## config.mk

```make
export PLATFORM = sky130hd
export DESIGN_NAME = div12_ripple_counter
export DESIGN_NICKNAME = d
export VERILOG_FILES = /design/src/rtl/div12_pkg.sv /design/src/rtl/div12_rst_sync.sv /design/src/rtl/div12_fall_det.sv /design/src/rtl/div12_stage_a.sv /design/src/rtl/div12_stage_bcd.sv /design/src/rtl/div12_ripple_counter.sv
export SDC_FILE = /design/constraint.sdc
export NUM_CORES = 1
export LEC_CHECK = 0
export BUFFER_PORTS_ARGS = -buffer_cell sky130_fd_sc_hd__buf_2
export CORE_AREA = 2 2 39 41
export DETAILED_ROUTE_END_ITERATION = 6
export DIE_AREA = 0 0 41 43
export PLACE_DENSITY = 0.43
export SLEW_MARGIN = 20
export SYNTH_ARGS = -nofsm -noshare
export SYNTH_HDL_FRONTEND = slang
export SYNTH_HIERARCHICAL = 1
export SYNTH_SLANG_ARGS = --single-unit
```

## constraint.sdc

```tcl
create_clock -name clk_i -period 1.3 [get_ports clk_i]
set_clock_uncertainty 0.15 [all_clocks]
set_input_delay 0.26 -clock clk_i [delete_from_list [all_inputs] [get_ports clk_i]]
set_output_delay 0.26 -clock clk_i [all_outputs]
set_load 0.01 [all_outputs]
```

## src/rtl/div12_pkg.sv

```systemverilog
package div12_pkg;

  // States of the divide-by-three pair, encoded as {C,B}
  typedef enum logic [1:0] {
    TRI_0 = 2'b00,
    TRI_1 = 2'b01,
    TRI_2 = 2'b10
  } tri_state_e;

  localparam int unsigned TRI_W = 2;

  // Next state of the divide-by-three pair
  function automatic tri_state_e tri_step(input tri_state_e cur);
    tri_state_e nxt;
    case (cur)
      TRI_0:   nxt = TRI_1;
      TRI_1:   nxt = TRI_2;
      default: nxt = TRI_0;
    endcase
    return nxt;
  endfunction

endpackage

```

## src/rtl/div12_rst_sync.sv

```systemverilog
module div12_rst_sync #(
  parameter int unsigned STAGES = 2
) (
  input  logic clk_i,
  input  logic rst_ni,
  input  logic clr_a_i,
  input  logic clr_b_i,
  output logic rst_n_o
);
  localparam int unsigned LAST = STAGES - 1;

  logic              raw_n;
  logic [LAST:0]     sh_q;
  logic [LAST:0]     sh_d;

  // Gated clear: both inputs high, or system reset low
  always_comb begin
    raw_n = rst_ni & ~(clr_a_i & clr_b_i);
  end

  always_comb begin
    sh_d = {sh_q[LAST-1:0], 1'b1};
  end

  always_ff @(posedge clk_i or negedge raw_n) begin
    if (!raw_n) begin
      sh_q <= '0;
    end else begin
      sh_q <= sh_d;
    end
  end

  // Immediate assertion through raw_n, clocked release through the shifter
  always_comb begin
    rst_n_o = sh_q[LAST] & raw_n;
  end

endmodule

```

## src/rtl/div12_fall_det.sv

```systemverilog
module div12_fall_det #(
  parameter int unsigned WIDTH = 1
) (
  input  logic             clk_i,
  input  logic             rst_ni,
  input  logic [WIDTH-1:0] sig_i,
  output logic [WIDTH-1:0] fall_o
);
  logic [WIDTH-1:0] prev_q;
  logic [WIDTH-1:0] prev_d;

  always_comb begin
    prev_d = sig_i;
    fall_o = prev_q & ~sig_i;
  end

  always_ff @(posedge clk_i or negedge rst_ni) begin
    if (!rst_ni) begin
      prev_q <= '0;
    end else begin
      prev_q <= prev_d;
    end
  end

endmodule

```

## src/rtl/div12_stage_a.sv

```systemverilog
module div12_stage_a (
  input  logic clk_i,
  input  logic rst_ni,
  input  logic adv_i,
  output logic q_o,
  output logic wrap_o
);
  logic a_q;
  logic a_d;

  always_comb begin
    a_d    = adv_i ? ~a_q : a_q;
    wrap_o = adv_i & a_q;
    q_o    = a_q;
  end

  always_ff @(posedge clk_i or negedge rst_ni) begin
    if (!rst_ni) begin
      a_q <= 1'b0;
    end else if (adv_i) begin
      a_q <= a_d;
    end
  end

endmodule

```

## src/rtl/div12_stage_bcd.sv

```systemverilog
module div12_stage_bcd
  import div12_pkg::*;
(
  input  logic clk_i,
  input  logic rst_ni,
  input  logic adv_i,
  output logic q_b_o,
  output logic q_c_o,
  output logic q_d_o
);
  tri_state_e tri_q;
  tri_state_e tri_d;
  logic       d_q;
  logic       d_d;
  logic       c_fall;

  always_comb begin
    tri_d  = adv_i ? tri_step(tri_q) : tri_q;
    // C drops from 1 to 0 exactly when the pair wraps from TRI_2
    c_fall = adv_i & (tri_q == TRI_2);
    d_d    = c_fall ? ~d_q : d_q;
  end

  always_ff @(posedge clk_i or negedge rst_ni) begin
    if (!rst_ni) begin
      tri_q <= TRI_0;
    end else if (adv_i) begin
      tri_q <= tri_d;
    end
  end

  always_ff @(posedge clk_i or negedge rst_ni) begin
    if (!rst_ni) begin
      d_q <= 1'b0;
    end else if (c_fall) begin
      d_q <= d_d;
    end
  end

  always_comb begin
    {q_c_o, q_b_o} = tri_q;
    q_d_o          = d_q;
  end

endmodule

```

## src/rtl/div12_ripple_counter.sv

```systemverilog
module div12_ripple_counter #(
  parameter bit          LINK_A_TO_BCD = 1'b0,
  parameter int unsigned SYNC_STAGES   = 2
) (
  input  logic clk_i,
  input  logic rst_ni,
  input  logic clr_a_i,
  input  logic clr_b_i,
  input  logic cnt_a_i,
  input  logic cnt_bcd_i,
  output logic q_a_o,
  output logic q_b_o,
  output logic q_c_o,
  output logic q_d_o
);
  localparam int unsigned N_CNT = 2;

  logic             rst_int_n;
  logic [N_CNT-1:0] cnt_vec;
  logic [N_CNT-1:0] fall_vec;
  logic             a_wrap;
  logic             bcd_adv;

  div12_rst_sync #(
    .STAGES (SYNC_STAGES)
  ) u_rst (
    .clk_i   (clk_i),
    .rst_ni  (rst_ni),
    .clr_a_i (clr_a_i),
    .clr_b_i (clr_b_i),
    .rst_n_o (rst_int_n)
  );

  always_comb begin
    cnt_vec = {cnt_bcd_i, cnt_a_i};
  end

  div12_fall_det #(
    .WIDTH (N_CNT)
  ) u_fall (
    .clk_i  (clk_i),
    .rst_ni (rst_int_n),
    .sig_i  (cnt_vec),
    .fall_o (fall_vec)
  );

  div12_stage_a u_a (
    .clk_i  (clk_i),
    .rst_ni (rst_int_n),
    .adv_i  (fall_vec[0]),
    .q_o    (q_a_o),
    .wrap_o (a_wrap)
  );

  // Source of the divide-by-six advance chosen by the mode parameter
  always_comb begin
    if (LINK_A_TO_BCD) begin
      bcd_adv = a_wrap;
    end else begin
      bcd_adv = fall_vec[1];
    end
  end

  div12_stage_bcd u_bcd (
    .clk_i  (clk_i),
    .rst_ni (rst_int_n),
    .adv_i  (bcd_adv),
    .q_b_o  (q_b_o),
    .q_c_o  (q_c_o),
    .q_d_o  (q_d_o)
  );

endmodule

```

; ---- Yosys cells after proc, flatten, opt, wreduce, memory -nomap -nowiden
; Index checks and enable logic that the tools add are counted.
[word_totals]
ff_bits = 8
romBits = 0
latchBits = 0
mem_bits_rw = 0
memories = 0
output_inout_bits = 4
wordCells = 18
input_bits = 6
[classes]
bitwise = 9
n_mux = 1
n_lt_le_gt_ge = 0
n_reduce_logical = 1
eq_ne = 2
div = 0
multipliers = 0
add_sub_neg = 0
n_shift = 0
[ops]
columns = operator, n
row1 = bitwise AND 1 bit, 4
row2 = case mux 2 bit (2 select lines), 1
row3 = NOT 1 bit, 3
row4 = bitwise AND 2 bit, 1
row5 = == test 2 x 1 -> 1 bit (second input constant), 1
row6 = == test 2 bit (second input constant), 1
row7 = zero test 2 bit, 1
row8 = NOT 2 bit, 1

; ---- Logic depth before layout (Yosys ltp)
[depth]
word_depth = 4
mapped_depth = 3
depth_no_buf = 3

; ---- Hierarchy
; Netlist, hierarchy kept.
[by_module_without_submodules]
columns = module, seq_area_each_um2, area_per_inst_um2, cells_each, n_inst
row1 = div12_stage_bcd, 75.1, 122.6, 10, 1
row2 = div12_fall_det, 50.0, 77.6, 4, 1
row3 = div12_rst_sync, 50.0, 71.3, 5, 1
row4 = div12_stage_a, 25.0, 41.3, 3, 1

; ---- Least setup slack after synthesis
; OpenSTA, ideal clock, no wires.
[synth_timing]
path_type = register to register
startpoint = register u_bcd.tri_q[1]
endpoint = register u_bcd.tri_q[0]
synth_period_minus_slack_ps = 1080
t_arrival_ps = 847
slack_ps = 220
required_ps = 1067
setup_time_ps = 83
n_path_buf = 0
path_stages_with_launch = 3
cell_sequence = dfrtp_1 -> or3b_1 -> o21ai_0
[synth_via]
elab_chain_len = 2
elab_cells_between_ends = 3
cone_classes = eq/ne: 1 / mux: 1 / reduce/logical: 1
[synth_rtl]
columns = item, line
row1 = "start, declared", div12_stage_bcd.sv:11  ; tri_state_e tri_q;
row2 = "start signal, assigned", div12_stage_bcd.sv:28  ; tri_q <= tri_d;
row3 = == test 2 x 1 -> 1 bit / zero test 2 bit (equally long branches), div12_pkg.sv:15  ; case (cur)
row4 = case mux 2 bit (2 select lines) (*), div12_pkg.sv:15
; Mark *: on every way between the ends. The rest lies on a longest branch, timed or not.
; A chain may end at the register's enable or synchronous reset.

; ---- Worst setup path in the final report
[layout_timing]
startpoint = register u_bcd.tri_q[1]
endpoint = output q_c_o
[layout_lines]
columns = item, line
row1 = "end, declared", div12_ripple_counter.sv:13  ; output logic q_c_o,
; No word-level cell between the ends.

==> qor.yml <==
finish:
  drive_above_1_share_pct: 41.67
  nFillCells: 147
  syn2layout_area_growth_pct: 38.52
  final_common_cell: "buf_2"
  num_antenna_cells: 0
  final_cell_mix: "buf_2, dfrtp_1, clkbuf_4, dlygate4sd3_1, nor2b_4"
  final_core_util_pct: 30.56
  final_nets: 44
clock_tree:
  cts_setup_buffers: 0
  cts_max_level: 1
  clk_latency_ns: 0.25
  path_clk_slew_ns: 0.05
  cts_resized: 0
  cts-hold-fix-buffers: 3
  cts_made_buffers: 3
  clock_path_buffers: 2
  cts_sinks: 8
  cts_tree: "done"
  root_buffer: "clkbuf_4"
sta:
  setup_tns_ns: 0
  holdWs_ns: 0.01331
  final.min_clock_period_ns: 1.222
  period_share_pct: 93.99
  maxSlewViolCount: 0
  layout_setup_ws_ns: 0.07817
  rsz0062_at_grt: "false"
  setup_violations: 0
  hold_violations: 0
  fmax_mhz: 818.4
power_and_ir_drop:
  p_leak_uw: 0.0002082
  comb_power_share_pct: 23.1
  ir_drop_mv: 0.4619
  switching_share_pct: 27.81
  p_sw_uw: 191.3
  intPower_uw: 496.6
  p_clk_share_pct: 26.4
  p_seq_share_pct: 50.5
  p_per_area_nw_per_um2: 1627
setup_path:
  startpoint: "u_bcd/tri_q[1]"
  crit_path_top_delay_cell: "dfrtp_1"
  r2r_start: "u_fall/prev_q[1]"
  crit_required_ns: 0.89
  path_buf_inv: 1
  end_kind: "primary output"
  max_stage_delay_ns: 0.41
  path_delay_family: "flip-flops"
  r2r_slack_ns: 0.14
  cp_max_fo: 4
  path_cells: "buf_2"
  critPathLaunchType: "flip-flop"
  worst-setup-path-type: "reg -> out"
  reg2reg_depth: 3
  r2r_end: "u_bcd/tri_q[0]"
  arrival_ns: 0.81
floorplan:
  io_pins: 10
  rows: 14
  initial_core_util_pct: 22.06
  core_um2: 1384
  fp.dieW_um: 41
  die-area_um2: 1763
  die_height_um: 43
worst_hold_path:
  hold_end: "u_fall/prev_q[1]"
  hp-class: "in -> reg"
  min_from: "cnt_bcd_i"
  whs_path_depth: 1
grt:
  track_usage_pct: 8.612
  overflow: 0
  antenna_found_initial: 0
  grt_pass1_vias: 222
  grt_pass1_wl_um: 910
  grt_max_degree: 7
route:
  first_pass_iters: 4
  routed_via_density: 3.865
  dr.first_iter.drc_count: 6
  route.vias.total: 201
  ant_nets: 0
  post_drt_wl_per_cell_um: 9.462
  drc_errors: 0
  routed_wl_um: 492
synthesis:
  ys.warnings.count: 6
  synth_area_um2: 305.3
  synthesis.nets: 27
  syn_inst: 21
  synth_area_per_cell_um2: 14.54
placement:
  dp_hpwl_um: 361.7
  globalplace.congestion: 0.5674
  io_buffers: 9
  dp_slack_ns: 0.1144
status:
  status: "completed"
flow_run:
  cap_violations: 0
==> registers in the layout, summed over array words and instances, names as in the netlist <==
name,flops
u_bcd/q_d_o,1
u_rst/sh_q,2
u_a/q_o,1
u_fall/prev_q,2
u_bcd/tri_q,2
==> routing by layer <==
| metal | track usage, % | up-vias | part of all wire [%] |
|---|---|---|---|
| met3 | 3.141 | 2 | 8.7 |
| met2 | 11.88 | 6 | 52 |
| met5 | 0 | - | 0 |
| met4 | 10.00 | 0 | 1.0 |
| met1 | 8.609 | 97 | 38 |
| li1 | - | 96 | - |
==> worst max path at each step <==
stage | to | slack, ns | cells past startpoint
6_report | q_c_o | 0.08 | 1
5_1_grt | q_c_o | 0.02 | 1
4_1_cts | q_c_o | 0.06 | 1
3_5_place_dp | u_bcd/tri_q[0] | 0.11 | 4
3_3_place_gp | u_bcd/tri_q[0] | 0.15 | 4
2_1_floorplan | u_bcd/tri_q[0] | 0.22 | 2
==> metrics by stage <==
stage | std cells | cell area, um^2 | total power (uW)
after CTS | 52 | 422.9 | 705.9
after global routing | 52 | 422.9 | 747.9
after detailed placement | 46 | 370.4 | 507.8
after floorplan | 21 | 305.3 | 433.3
final | 52 | 422.9 | 687.9
after global placement | 46 | 370.4 | 500.1
==> cell type report <==
class | count | area, um^2 | share of cell area (%)
sequential | 8 | 200.2 | 47.34
multi-input combinational | 12 | 101.3 | 23.96
tap | 16 | 20.02 | 4.734
inverter | 1 | 3.754 | 0.8876
clock buffer | 3 | 22.52 | 5.325
timing repair buffer | 12 | 75.07 | 17.75
==> power by group through the flow <==
| stage | sequential, uW | combinational [uW] | clock (uW) |
|---|---|---|---|
| 2_1_floorplan | 374 | 58.9 | 0 |
| 3_3_place_gp | 348 | 152 | 0 |
| 3_5_place_dp | 354 | 154 | 0 |
| 4_1_cts | 350 | 162 | 194 |
| 5_1_grt | 359 | 174 | 215 |
| 6_report | 347 | 159 | 182 |
No activity file was read; power rests on OpenSTA's default activity.
